File: src/rtl/exc_prio_pkg.sv
package exc_prio_pkg;

  localparam int SPW = 10;
  typedef logic signed [SPW-1:0] sprio_t;

  localparam sprio_t PRIO_IDLE = 10'sd256;
  localparam sprio_t PRIO_RST  = -10'sd3;
  localparam sprio_t PRIO_NMI  = -10'sd2;
  localparam sprio_t PRIO_HARD = -10'sd1;

  localparam int X_RESET   = 1;
  localparam int X_NMI     = 2;
  localparam int X_HARD    = 3;
  localparam int X_SVCALL  = 11;
  localparam int X_DBG     = 12;
  localparam int X_DEFER   = 14;
  localparam int X_TICK    = 15;
  localparam int X_EXT0    = 16;

  // fixed priority of the three non-programmable slots
  function automatic sprio_t fixed_prio(input int idx);
    case (idx)
      X_RESET: return PRIO_RST;
      X_NMI:   return PRIO_NMI;
      default: return PRIO_HARD;
    endcase
  endfunction

  // enable value taken out of reset by programmable slots
  function automatic logic boot_enable(input int idx);
    return (idx == X_SVCALL) || (idx == X_DBG) || (idx == X_DEFER) || (idx == X_TICK);
  endfunction

  // strip subpriority bits; fixed negative priorities are left intact
  function automatic sprio_t grp_mask(input sprio_t p, input logic [2:0] split);
    logic [SPW-1:0] m;
    m = {SPW{1'b1}} << (32'(split) + 1);
    if (p < 0) return p;
    return p & sprio_t'(m);
  endfunction

endpackage

File: src/rtl/exc_slot_bank.sv
module exc_slot_bank
  import exc_prio_pkg::*;
#(
  parameter int NUM_EXC = 24,
  parameter int PRIO_W  = 8
) (
  input  logic               clk,
  input  logic               rst_n,
  input  logic [NUM_EXC-1:0] pend_set,
  input  logic [NUM_EXC-1:0] pend_clr,
  input  logic [NUM_EXC-1:0] act_set,
  input  logic [NUM_EXC-1:0] act_clr,
  input  logic [NUM_EXC-1:0] en_we,
  input  logic               en_wval,
  input  logic [NUM_EXC-1:0] prio_we,
  input  logic [PRIO_W-1:0]  prio_wval,
  output logic [NUM_EXC-1:0] en_q,
  output logic [NUM_EXC-1:0] pend_q,
  output logic [NUM_EXC-1:0] act_q,
  output sprio_t             prio_q [NUM_EXC]
);

  for (genvar i = 0; i < NUM_EXC; i++) begin : g_slot
    if (i == 0) begin : g_null
      assign en_q[i]   = 1'b0;
      assign pend_q[i] = 1'b0;
      assign act_q[i]  = 1'b0;
      assign prio_q[i] = PRIO_IDLE;
      logic unused_null;
      assign unused_null = ^{pend_set[i], pend_clr[i], act_set[i], act_clr[i],
                             en_we[i], prio_we[i]};
    end else begin : g_live
      logic pend_r, pend_d, act_r, act_d;

      always_comb begin
        pend_d = (pend_r & ~pend_clr[i]) | pend_set[i];
        act_d  = (act_r  & ~act_clr[i])  | act_set[i];
      end

      always_ff @(posedge clk or negedge rst_n) begin
        if (!rst_n) begin
          pend_r <= 1'b0;
          act_r  <= 1'b0;
        end else begin
          pend_r <= pend_d;
          act_r  <= act_d;
        end
      end

      assign pend_q[i] = pend_r;
      assign act_q[i]  = act_r;

      if (i <= X_HARD) begin : g_fixed
        assign en_q[i]   = (i >= X_NMI);
        assign prio_q[i] = fixed_prio(i);
        logic unused_fixed;
        assign unused_fixed = ^{en_we[i], prio_we[i]};
      end else begin : g_prog
        logic              en_r, en_d;
        logic [PRIO_W-1:0] pr_r, pr_d;

        always_comb begin
          en_d = en_we[i]   ? en_wval   : en_r;
          pr_d = prio_we[i] ? prio_wval : pr_r;
        end

        always_ff @(posedge clk or negedge rst_n) begin
          if (!rst_n) begin
            en_r <= boot_enable(i);
            pr_r <= '0;
          end else begin
            en_r <= en_d;
            pr_r <= pr_d;
          end
        end

        assign en_q[i]   = en_r;
        assign prio_q[i] = sprio_t'(pr_r);
      end
    end
  end

endmodule

File: src/rtl/exc_pick.sv
module exc_pick
  import exc_prio_pkg::*;
#(
  parameter int NUM_EXC = 24,
  localparam int IDX_W  = $clog2(NUM_EXC)
) (
  input  logic [NUM_EXC-1:0] en_q,
  input  logic [NUM_EXC-1:0] pend_q,
  input  logic [NUM_EXC-1:0] act_q,
  input  sprio_t             prio_q [NUM_EXC],
  input  logic [2:0]         grp_split,
  output logic [IDX_W-1:0]   win_num,
  output sprio_t             win_prio,
  output sprio_t             act_prio
);

  sprio_t amin;

  // upward scan with strict compare: lowest index keeps a tie
  always_comb begin
    win_num  = '0;
    win_prio = PRIO_IDLE;
    amin     = PRIO_IDLE;
    for (int i = 1; i < NUM_EXC; i++) begin
      if (en_q[i] && pend_q[i] && (prio_q[i] < win_prio)) begin
        win_prio = prio_q[i];
        win_num  = IDX_W'(i);
      end
      if (act_q[i] && (prio_q[i] < amin)) begin
        amin = prio_q[i];
      end
    end
    act_prio = grp_mask(amin, grp_split);
  end

endmodule

File: src/rtl/exc_exec_prio.sv
module exc_exec_prio
  import exc_prio_pkg::*;
#(
  parameter int PRIO_W = 8
) (
  input  logic              fault_mask,
  input  logic              prim_mask,
  input  logic [PRIO_W-1:0] base_prio,
  input  logic [2:0]        grp_split,
  input  sprio_t            act_prio,
  input  sprio_t            win_prio,
  output sprio_t            exec_prio,
  output logic              preempt_req
);

  sprio_t running;

  always_comb begin
    if (fault_mask)           running = -10'sd1;
    else if (prim_mask)       running = '0;
    else if (base_prio != '0) running = grp_mask(sprio_t'(base_prio), grp_split);
    else                      running = PRIO_IDLE;

    exec_prio   = (running < act_prio) ? running : act_prio;
    preempt_req = (win_prio < act_prio);
  end

endmodule

File: src/rtl/exc_escalate.sv
module exc_escalate
  import exc_prio_pkg::*;
#(
  parameter int NUM_EXC = 24,
  localparam int IDX_W  = $clog2(NUM_EXC)
) (
  input  logic               set_vld,
  input  logic [IDX_W-1:0]   set_num,
  input  logic [NUM_EXC-1:0] en_q,
  input  sprio_t             prio_q [NUM_EXC],
  input  sprio_t             exec_prio,
  output logic [NUM_EXC-1:0] pend_set,
  output logic               forced_set,
  output logic               lockup_set
);

  logic in_range, sync_fault, must_esc;

  always_comb begin
    pend_set   = '0;
    forced_set = 1'b0;
    lockup_set = 1'b0;
    in_range   = (32'(set_num) > X_RESET) && (32'(set_num) < NUM_EXC);
    sync_fault = (32'(set_num) >= X_HARD) && (32'(set_num) < X_DEFER);
    must_esc   = 1'b0;
    if (set_vld && in_range) begin
      if (sync_fault) begin
        must_esc = (prio_q[set_num] >= exec_prio) || !en_q[set_num];
      end
      if (!must_esc) begin
        pend_set[set_num] = 1'b1;
      end else if (PRIO_HARD >= exec_prio) begin
        lockup_set = 1'b1;
      end else begin
        pend_set[X_HARD] = 1'b1;
        forced_set       = 1'b1;
      end
    end
  end

endmodule

File: src/rtl/exc_prio_resolver.sv
module exc_prio_resolver
  import exc_prio_pkg::*;
#(
  parameter int NUM_EXC = 24,
  parameter int PRIO_W  = 8,
  localparam int IDX_W  = $clog2(NUM_EXC)
) (
  input  logic                clk,
  input  logic                rst_n,
  input  logic                set_pend_vld,
  input  logic [IDX_W-1:0]    set_pend_num,
  input  logic                ack_vld,
  input  logic                cmpl_vld,
  input  logic [IDX_W-1:0]    cmpl_num,
  input  logic                en_wr_vld,
  input  logic [IDX_W-1:0]    en_wr_num,
  input  logic                en_wr_val,
  input  logic                prio_wr_vld,
  input  logic [IDX_W-1:0]    prio_wr_num,
  input  logic [PRIO_W-1:0]   prio_wr_val,
  input  logic [2:0]          grp_split,
  input  logic                fault_mask,
  input  logic                prim_mask,
  input  logic [PRIO_W-1:0]   base_prio,
  output logic [IDX_W-1:0]    pend_num,
  output logic signed [9:0]   pend_prio,
  output logic signed [9:0]   act_prio,
  output logic signed [9:0]   exec_prio,
  output logic                preempt_req,
  output logic                lockup,
  output logic                esc_forced,
  output logic                illegal_ret
);

  localparam logic [NUM_EXC-1:0] ONE = NUM_EXC'(1);

  logic [NUM_EXC-1:0] en_q, pend_q, act_q;
  sprio_t             prio_q [NUM_EXC];
  logic [NUM_EXC-1:0] pend_set, pend_clr, act_set, act_clr, en_we, prio_we;
  logic               forced_set, lockup_set;
  logic               ack_take, cmpl_hit;
  logic               forced_q, forced_d, lock_q, lock_d, illeg_q, illeg_d;
  sprio_t             win_prio_w, act_prio_w, exec_prio_w;

  exc_slot_bank #(.NUM_EXC(NUM_EXC), .PRIO_W(PRIO_W)) u_bank (
    .clk      (clk),
    .rst_n    (rst_n),
    .pend_set (pend_set),
    .pend_clr (pend_clr),
    .act_set  (act_set),
    .act_clr  (act_clr),
    .en_we    (en_we),
    .en_wval  (en_wr_val),
    .prio_we  (prio_we),
    .prio_wval(prio_wr_val),
    .en_q     (en_q),
    .pend_q   (pend_q),
    .act_q    (act_q),
    .prio_q   (prio_q)
  );

  exc_pick #(.NUM_EXC(NUM_EXC)) u_pick (
    .en_q     (en_q),
    .pend_q   (pend_q),
    .act_q    (act_q),
    .prio_q   (prio_q),
    .grp_split(grp_split),
    .win_num  (pend_num),
    .win_prio (win_prio_w),
    .act_prio (act_prio_w)
  );

  exc_exec_prio #(.PRIO_W(PRIO_W)) u_exec (
    .fault_mask (fault_mask),
    .prim_mask  (prim_mask),
    .base_prio  (base_prio),
    .grp_split  (grp_split),
    .act_prio   (act_prio_w),
    .win_prio   (win_prio_w),
    .exec_prio  (exec_prio_w),
    .preempt_req(preempt_req)
  );

  exc_escalate #(.NUM_EXC(NUM_EXC)) u_esc (
    .set_vld   (set_pend_vld),
    .set_num   (set_pend_num),
    .en_q      (en_q),
    .prio_q    (prio_q),
    .exec_prio (exec_prio_w),
    .pend_set  (pend_set),
    .forced_set(forced_set),
    .lockup_set(lockup_set)
  );

  // acknowledge, complete and configuration-write decode
  always_comb begin
    ack_take = ack_vld && (pend_num != '0);
    pend_clr = ack_take ? (ONE << pend_num) : '0;
    act_set  = pend_clr;

    cmpl_hit = cmpl_vld && (32'(cmpl_num) < NUM_EXC) && act_q[cmpl_num];
    act_clr  = cmpl_hit ? (ONE << cmpl_num) : '0;
    illeg_d  = cmpl_vld && !cmpl_hit;

    en_we   = (en_wr_vld && (32'(en_wr_num) < NUM_EXC)) ? (ONE << en_wr_num) : '0;
    prio_we = (prio_wr_vld && (32'(prio_wr_num) < NUM_EXC)) ? (ONE << prio_wr_num) : '0;

    forced_d = forced_q | forced_set;
    lock_d   = lock_q | lockup_set;
  end

  always_ff @(posedge clk or negedge rst_n) begin
    if (!rst_n) begin
      forced_q <= 1'b0;
      lock_q   <= 1'b0;
      illeg_q  <= 1'b0;
    end else begin
      forced_q <= forced_d;
      lock_q   <= lock_d;
      illeg_q  <= illeg_d;
    end
  end

  assign pend_prio   = win_prio_w;
  assign act_prio    = act_prio_w;
  assign exec_prio   = exec_prio_w;
  assign lockup      = lock_q;
  assign esc_forced  = forced_q;
  assign illegal_ret = illeg_q;

endmodule

File: config.mk
export PLATFORM = sky130hd
export DESIGN_NAME = exc_prio_resolver
export DESIGN_NICKNAME = d
export VERILOG_FILES = /design/src/rtl/exc_prio_pkg.sv /design/src/rtl/exc_slot_bank.sv /design/src/rtl/exc_pick.sv /design/src/rtl/exc_exec_prio.sv /design/src/rtl/exc_escalate.sv /design/src/rtl/exc_prio_resolver.sv
export SDC_FILE = /design/constraint.sdc
export NUM_CORES = 1
export LEC_CHECK = 0
export ABC_CLOCK_PERIOD_IN_PS = 75300
export BUFFER_PORTS_ARGS = -buffer_cell sky130_fd_sc_hd__buf_4
export CAP_MARGIN = 20
export CORE_UTILIZATION = 40
export DETAILED_ROUTE_END_ITERATION = 7
export MAX_ROUTING_LAYER = met4
export PLACE_DENSITY = 0.6
export SETUP_SLACK_MARGIN = 0.5
export SLEW_MARGIN = 20
export SYNTH_ARGS = -nofsm -noshare
export SYNTH_HDL_FRONTEND = slang
export SYNTH_HIERARCHICAL = 1
export SYNTH_SLANG_ARGS = --single-unit
export TNS_END_PERCENT = 50
File: constraint.sdc
create_clock -name clk -period 75.3 [get_ports clk]
set_clock_uncertainty 0.05 [all_clocks]
set_input_delay 7.53 -clock clk [delete_from_list [all_inputs] [get_ports clk]]
set_output_delay 7.53 -clock clk [all_outputs]
set_load 0.02 [all_outputs]
-- After elaboration in Yosys (flattened, before gate mapping)
Index checks and enable logic that the tools add are counted.
- logic and storage cells: 470
- output and inout bits: 39
- input port bits: 49
- register bits after elaboration: 228
- add/sub/neg operators: 1
- order comparisons: 59
- bitwise operators: 140
- shift-type cells: 5
- multiplexer cells: 99
- reduce and logical (&&, ||, !) cells: 78
- operator list (kind ; number):
    10-bit 2-to-1 mux ; 53
    9-bit by 10-bit less-than comparator with 1-bit output ; 40
    24-bit 2-to-1 mux ; 5
    1-bit by 5-bit << shifter with 24-bit output (first input constant) ; 4
    1-bit logical AND ; 73
    10-bit binary-select mux with 5-bit select ; 1
    1-bit bitwise OR ; 47
    1-bit bitwise AND ; 45
    1-bit inverter ; 45
    5-bit 2-to-1 mux ; 8
    4-bit 2-to-1 mux ; 8
    10-bit by 32-bit << shifter with 10-bit output (first input constant) ; 1
    1-bit by 10-bit less-than comparator with 1-bit output (first input constant) ; 2
    10-bit less-than comparator ; 2
    5-bit less-than comparator (second input constant) ; 4
    20-bit 2-to-1 mux ; 1
    3-bit 2-to-1 mux ; 5
    1-bit 2-to-1 mux ; 13
    5-bit by 6-bit less-than comparator with 1-bit output (second input constant) ; 2
    10-bit bitwise AND ; 1
    9-bit by 10-bit bitwise AND with 10-bit output ; 1
    1-bit binary-select mux with 5-bit select ; 2
    1-bit by 10-bit >= comparator with 1-bit output (first input constant) ; 1
    10-bit >= comparator ; 1
    15 further kinds ; 17

-- Depth between registers and ports, before layout
Gate-level depths: netlist of run 1.
- word-level depth: 79
- gate-level depth with buffers: 285
- depth with buffers taken out: 260

-- By module
The synthesis of run 1 kept the hierarchy.
- modules (own cells, without submodules) (module ; seq. area each (um^2) ; instances ; cells an instance ; area an instance (um^2)):
    exc_pick ; 0.0 ; 1 ; 2910 ; 19233.4
    exc_slot_bank ; 5660.4 ; 1 ; 690 ; 9646.8
    exc_escalate ; 0.0 ; 1 ; 242 ; 2598.7
    exc_prio_resolver ; 75.1 ; 1 ; 185 ; 1096.1
    exc_exec_prio ; 0.0 ; 1 ; 95 ; 770.7

-- Least setup slack after synthesis of run 1
Ideal clock, no wire load.
- path type: reg-to-output
- start: register u_bank.g_slot[1].g_live.act_r
- end: output port exec_prio[0]
- path slack: 19.846 ns
- stages on the path, launching flop included: 255
- arrival: 47.874 ns
- path buffers: 28
- required time: 67.720 ns
- path through: dfrtp_1 -> buf_4 -> and2_1 -> clkbuf_1 -> nand2_1 -> ha_1 -> a21o_1 -> a211o_1 -> o21ai_0 -> o311a_2 -> buf_4 -> clkbuf_1 -> nand2_1 -> o21ai_0 -> inv_1 -> ha_1 -> nand2_1 -> o211ai_1 -> [... 219 more ...] -> a21o_1 -> a21o_1 -> a21oi_1 -> nor2_1 -> a311oi_1 -> o31a_1 -> a41oi_4 -> buf_2 -> o21ai_0 -> a21oi_1 -> a221oi_1 -> inv_1 -> ha_1 -> inv_1 -> nor3_1 -> a21oi_1 -> a211oi_4 -> mux2i_1
- word-level cells in the longest chain between the ends: 72
- elaborated cells on any way between the ends: 74
- those cells by class: order compare: 24; mux: 27; bitwise: 1; reduce/logical: 22
- ends and longest elaborated chain (item ; line ; text):
    start: declaration ; exc_slot_bank.sv:33 ; logic pend_r, pend_d, act_r, act_d;
    start signal: assignment ; exc_slot_bank.sv:46 ; act_r <= act_d;
    10-bit 2-to-1 mux * ; exc_pick.sv:29 ; if (act_q[i] && (prio_q[i] < amin)) begin
    2-bit by 10-bit less-than comparator with 1-bit output ; exc_pick.sv:29 ;
    1-bit logical AND ; exc_pick.sv:29 ;
    10-bit 2-to-1 mux * ; exc_pick.sv:29 ;
    1-bit by 10-bit less-than comparator with 1-bit output ; exc_pick.sv:29 ;
    1-bit logical AND ; exc_pick.sv:29 ;
    10-bit 2-to-1 mux * ; exc_pick.sv:29 ;
    9-bit by 10-bit less-than comparator with 1-bit output ; exc_pick.sv:29 ;
    [... 57 more ...] ; n/a ;
    1-bit logical AND ; exc_pick.sv:29 ;
    10-bit 2-to-1 mux * ; exc_pick.sv:29 ;
    10-bit by 1-bit less-than comparator with 1-bit output ; exc_prio_pkg.sv:38 ; if (p < 0) return p;
    1-bit 2-to-1 mux ; exc_prio_pkg.sv:38 ;
    10-bit 2-to-1 mux * ; exc_prio_pkg.sv:39 ; return p & sprio_t'(m);
    named net act_prio[9] ; exc_prio_resolver.sv:27 ; output logic signed [9:0] act_prio,
    10-bit less-than comparator * ; exc_exec_prio.sv:24 ; exec_prio = (running < act_prio) ? running : act_prio;
    10-bit 2-to-1 mux * ; exc_exec_prio.sv:24 ;
    end: declaration ; exc_prio_resolver.sv:28 ; output logic signed [9:0] exec_prio,
The timed path passes the listed nets; every way through them passes the cells marked *. The select of a mux whose other input is x is not followed.

-- Worst setup path after layout of run 1
- start: register u_bank.g_slot[1].g_live.act_r
- end: output port exec_prio[0]
- word-level cells in the longest chain between the ends: 72
- elaborated cells on any way between the ends: 74
- those cells by class: order compare: 24; mux: 27; bitwise: 1; reduce/logical: 22
- ends and longest elaborated chain (item ; line):
    10-bit 2-to-1 mux * ; exc_pick.sv:29
    2-bit by 10-bit less-than comparator with 1-bit output ; exc_pick.sv:29
    1-bit logical AND ; exc_pick.sv:29
    10-bit 2-to-1 mux * ; exc_pick.sv:29
    1-bit by 10-bit less-than comparator with 1-bit output ; exc_pick.sv:29
    1-bit logical AND ; exc_pick.sv:29
    10-bit 2-to-1 mux * ; exc_pick.sv:29
    9-bit by 10-bit less-than comparator with 1-bit output ; exc_pick.sv:29
    [... 56 more ...] ; n/a
    9-bit by 10-bit less-than comparator with 1-bit output ; exc_pick.sv:29
    1-bit logical AND ; exc_pick.sv:29
    10-bit 2-to-1 mux * ; exc_pick.sv:29
    10-bit by 1-bit less-than comparator with 1-bit output ; exc_prio_pkg.sv:38
    1-bit 2-to-1 mux ; exc_prio_pkg.sv:38
    10-bit 2-to-1 mux * ; exc_prio_pkg.sv:39
    10-bit less-than comparator ; exc_exec_prio.sv:24
    10-bit 2-to-1 mux * ; exc_exec_prio.sv:24
Mark *: on every way between the ends. The rest lies on a longest branch, timed or not. The select of a mux whose other input is x is not followed.

==> flow_summary_export.csv, run 1 <==
group,metric,value,unit
floorplan,dieArea,84400,sq um
sta,totalNegativeSetupSlack,0,ns
drt,drtIter0Drc,3022,
sta,setup_viol,0,
drt,drc_errors,0,
finish,final_common_cell,"inv_1",
place,io_buffers,87,
floorplan,start_util,0.405,
floorplan,die_w,290,microns
flow_run,cap_violations,0,
finish,stdcell_count,5105,
global_route,first_global_vias,28100,
drt,routed_wl,115,mm
sta,clock.fmax,16.0,MHz
drt,ant_nets,0,
clock_tree,insertion_delay,0.62,ns
sta,hold_viol_final,0,
clock_tree,cts_made_buffers,30,
clock_tree,postCtsHoldBufs,0,
floorplan,fp.dieH,290,microns
worst_setup_path,required,67.72,ns
finish,fin_nets,4448,
synthesis,syn_area_per_cell,8.10,sq um
global_route,met2_usage,0.413,
worst_setup_path,cp.arrival,54.80,ns
clock_tree,cts_tree,"yes",
sta,drv_slew,0,
worst_setup_path,crit_fanout,34,
sta,min_period_over_period,0.828,
global_route,track_usage,0.274,
drt,vias,30400,
finish,layout_common_cells,"inv_1 (404), ha_1 (389), nand2_1 (373)",
sta,rsz0062_at_grt,"no",
global_route,grt_max_degree,98,
synthesis,syn-instance-count,4109,
floorplan,fp-row-count,105,
synthesis,synthesis.area,33300,sq um
global_route,overflow,0,
worst_setup_path,path_class,"reg -> out",
clock_tree,cts_sinks,229,
run_status,status,"finished, final reports clean",
clock_tree,cts_resized,0,
worst_setup_path,cp_slowest_cell,"a31oi_1",
floorplan,coreArea,82200,sq um
finish,multi_input_area,24300,sq um
global_route,grtUsageMet1,0.392,
finish,syn2layout_area_growth,4.62,%
global_route,grt_util_met3,0.0290,
clock_tree,htreeDepth,1,
place,hpwl,89.8,mm
worst_setup_path,worstSetupEndpointType,"output port",
global_route,antenna_found_initial,4,
clock_tree,path_clk_slew,0.07,ns
worst_setup_path,worst_path_most_repeated_cell,"ha_1",
global_route,grt_pass1_wl,176,mm
drt,routed_via_density,5.96,
clock_tree,cts_root_buf,"clkbuf_16",
finish,drive_gt1_frac,0.145,
hold_path,hp-class,"reg -> reg",
floorplan,pin_count,88,
place,dp_cells,5047,
clock_tree,cts_setup_buffers,0,
global_route,top_usage_layer,"met2",
worst_setup_path,cpPeakStageDelay,0.78,ns
sta,final.min_clock_period,62.38,ns
place,gp_congestion,0.980,
clock_tree,clock_path_buffers,3,
synthesis,ys_warn_count,6,
worst_setup_path,startpoint_type,"flop",
finish,regArea,5740,sq um
sta,tightest_slew,1.21,ns
drt,dr.pass1.iters,8,
finish,fill_cells,8375,
sta,slew_headroom,0.188,
drt,post_drt_wl_per_cell,22.6,microns
-- path summary, 6_finish.rpt --
path	endpoint	startpoint	cells past startpoint	slack (ns)
hold reg to reg	u_bank/g_slot[3].g_live.pend_r	u_bank/g_slot[3].g_live.pend_r	1	0.43
setup / recovery	exec_prio[0]	u_bank/g_slot[1].g_live.act_r	221	12.92
max in group asynchronous	u_bank/g_slot[18].g_live.g_prog.pr_r[3]	rst_n	3	66.05
min in group asynchronous	u_bank/g_slot[5].g_live.g_prog.pr_r[4]	rst_n	1	6.84
setup reg to reg	lockup	u_bank/g_slot[1].g_live.act_r	228	19.30
hold / removal	u_bank/g_slot[3].g_live.pend_r	u_bank/g_slot[3].g_live.pend_r	1	0.43
-- critical path, delay by kind of cell, from the launching register on --
family	cells	cell delay (ns)
buffers and inverters	13	1.59
DFF	1	0.47
adders and majority gates	26	7.83
and+or+nand+nor	75	14.86
AOI/OAI and AO/OA	93	23.98
muxes	14	5.33
-- final cells by class --
type	instances	share of cell area
inverter	404	0.0435
antenna	2	0.000144
clock buffer	40	0.0235
multi-input combinational	3241	0.699
tap	1070	0.0384
sequential	229	0.165
clock inverter	15	0.00844
timing repair buffer	104	0.0226
-- per-stage QoR --
stage	util	area, sq um	setup WS (ns)	hold WS (ns)
after floorplan	-	33600	19.85	0.401
after global placement	0.410	33700	15.27	0.409
after detailed placement	0.410	33700	14.41	0.413
after CTS	0.423	34800	13.64	0.432
after global routing	0.423	34800	8.49	0.454
final	0.423	34800	12.92	0.432
-- metal layers --
metal,vias to the layer above,part of all wire
li1,14500,-
met1,14700,0.48
met2,1129,0.44
met3,135,0.066
met4,0,0.023
met5,-,0
-- state kept, by name, indices dropped and copies added, names as in the netlist --
name / cells
u_bank/g_slot.g_live.g_prog.pr_r: 160
illegal_ret: 1
u_bank/g_slot.g_live.pend_r: 23
lockup: 1
u_bank/g_slot.g_live.act_r: 23
u_bank/g_slot.g_live.g_prog.en_r: 20
esc_forced: 1
Power of run 1 is left out: the tool's default activity adds up to more than one toggle a clock period on the data nets, which glitch-free logic cannot reach.
==> run 2: changes to the inputs <==
- ABC_AREA: not set -> 1
- ABC_CLOCK_PERIOD_IN_PS: 75300 -> 60000
- clock period: 75.3 -> 60 ns (I/O delays scaled with it)
==> run 2 against run 1 <==
Against the previous run: critical path depth down 32; cell count up 17%; count of clock-buffer cells in the layout down 6; critical endpoint is now preempt_req; sequential share of layout area up 1.2 points.
==> flow_summary_export.csv, run 2 <==
group,metric,value,unit
sta,rsz0062_at_grt,"no",
floorplan,start_util,0.405,
clock_tree,insertion_delay,0.55,ns
sta,setup_viol,0,
flow_run,cap_violations,0,
place,dp_cells,5938,
worst_setup_path,required,53.95,ns
global_route,track_usage,0.282,
sta,min_period_over_period,0.844,
worst_setup_path,r2r_start,"u_bank/g_slot[2].g_live.pend_r",
finish,final_common_cell,"nand2_1",
run_status,status,"finished, final reports clean",
floorplan,fp-row-count,102,
clock_tree,cts_sinks,229,
floorplan,pin_count,88,
global_route,antenna_found_initial,3,
drt,post_drt_wl_per_cell,18.6,microns
clock_tree,cts_tree,"yes",
synthesis,syn-instance-count,5032,
worst_setup_path,rrSetupSlack,15.30,ns
floorplan,fp.dieH,283,microns
floorplan,coreArea,77700,sq um
drt,routed_wl,111,mm
drt,drc_errors,0,
worst_setup_path,reg2reg_depth,186,
worst_setup_path,cp.arrival,44.58,ns
drt,routed_via_density,5.36,
sta,slew_headroom,0.351,
place,placed_area,31700,sq um
worst_setup_path,worstSetupEndpointType,"output port",
worst_setup_path,startpoint,"u_bank/g_slot[2].g_live.pend_r",
sta,drv_slew,0,
global_route,grt_max_degree,96,
clock_tree,clock_path_buffers,3,
hold_path,hp-start,"u_bank/g_slot[16].g_live.pend_r",
clock_tree,cts_resized,0,
drt,drtIter0Drc,3016,
finish,reg_top3,"u_bank/g_slot.g_live.g_prog.pr_r x160, u_bank/g_slot.g_live.act_r x23, u_bank/g_slot.g_live.pend_r x23",
worst_setup_path,startpoint_type,"flop",
clock_tree,htreeDepth,1,
drt,met3WireLength,7.80,mm
synthesis,ys_warn_count,6,
finish,fin_area,32500,sq um
finish,syn2layout_area_growth,3.27,%
clock_tree,postCtsHoldBufs,0,
drt,vias,32100,
drt,wl_met2,48.0,mm
clock_tree,cts_made_buffers,25,
finish,stdcell_count,5983,
finish,top_register,"u_bank/g_slot.g_live.g_prog.pr_r",
sta,tightest_slew,0.974,ns
worst_setup_path,cp_slowest_cell,"o21ai_0",
hold_path,hp-class,"reg -> reg",
sta,clock.fmax,19.8,MHz
finish,largest_reg_flops,160,
synthesis,syn_area_per_cell,6.26,sq um
drt,ant_nets,0,
sta,final.min_clock_period,50.63,ns
worst_setup_path,worst_path_most_repeated_cell,"nand2_1",
place,gp_congestion,0.977,
clock_tree,cts_setup_buffers,0,
synthesis,synthesis.area,31500,sq um
clock_tree,cts_root_buf,"clkbuf_16",
finish,fill_cells,8395,
global_route,overflow,0,
place,hpwl,89.0,mm
clock_tree,path_clk_slew,0.06,ns
worst_setup_path,r2r_end,"u_bank/g_slot[9].g_live.pend_r",
floorplan,die_w,283,microns
worst_setup_path,crit_fanout,23,
drt,met1_length,53.2,mm
hold_path,holdPathStages,2,
hold_path,hold_end,"u_bank/g_slot[16].g_live.pend_r",
place,io_buffers,87,
drt,dr.pass1.iters,8,
floorplan,dieArea,79800,sq um
global_route,grt_pass1_wl,170,mm
worst_setup_path,path_class,"reg -> out",
finish,layout_common_cells,"nand2_1 (1829), inv_1 (531), o21ai_0 (400)",
global_route,first_global_vias,29000,
sta,hold_viol_final,0,
sta,totalNegativeSetupSlack,0,ns
finish,drive_gt1_frac,0.0798,
drt,top_layer_used,"met4",
worst_setup_path,cpPeakStageDelay,0.61,ns
finish,fin_nets,5363,
run 2: changes by cell type in the layout (fill, tap and decap cells not counted), moves of 127 or more:
cell and delta:
nor2_1 -135, nand4_1 +164, nand3_1 +145, inv_1 +127, nand2_1 +1456, mux2_2 -254, o21ai_0 +130
run 2: per-layer routing:
layer  global-route usage  up-vias
li1                     -    16200
met1                0.401    14700
met2                0.432     1081
met3               0.0317      128
met4               0.0492        0
met5                    -        -
run 2: per-stage QoR:
step           hold WS [ns]  worst slack, ns   util
2_1_floorplan         0.392            21.11      -
3_3_place_gp          0.405            11.65  0.407
3_5_place_dp          0.404            10.94  0.407
4_1_cts               0.422            10.27  0.418
5_1_grt               0.432             3.95  0.418
6_report              0.422             9.37  0.418
run 2: final cells by class:
| class | count | area [sq um] | share of cell area |
|---|---|---|---|
| diodes | 3 | 7.51 | 0.000231 |
| inverters | 592 | 2220 | 0.0684 |
| well taps | 1040 | 1300 | 0.0400 |
| clock inverters | 8 | 121 | 0.00373 |
| multi-input cells | 3975 | 21600 | 0.666 |
| flip-flops and latches | 229 | 5740 | 0.176 |
| clock buffers | 34 | 709 | 0.0218 |
| repair buffers | 102 | 773 | 0.0238 |
run 2: worst max-delay path by stage:
stage,endpoint,slack (ns)
after CTS,preempt_req,10.27
after global placement,preempt_req,11.65
after detailed placement,preempt_req,10.94
final,preempt_req,9.37
after floorplan,preempt_req,21.11
after global routing,preempt_req,3.95
run 2: critical path: cells and delay by family (launching register included):
kind / cells / cell delay [ns]
xor+xnor: 1 / 0.18
flops: 1 / 0.35
buf+inv: 7 / 1.01
compound gates: 71 / 17.65
fa+ha+maj: 22 / 7.16
simple gates: 88 / 17.57
Power of run 2 is left out for the same reason.
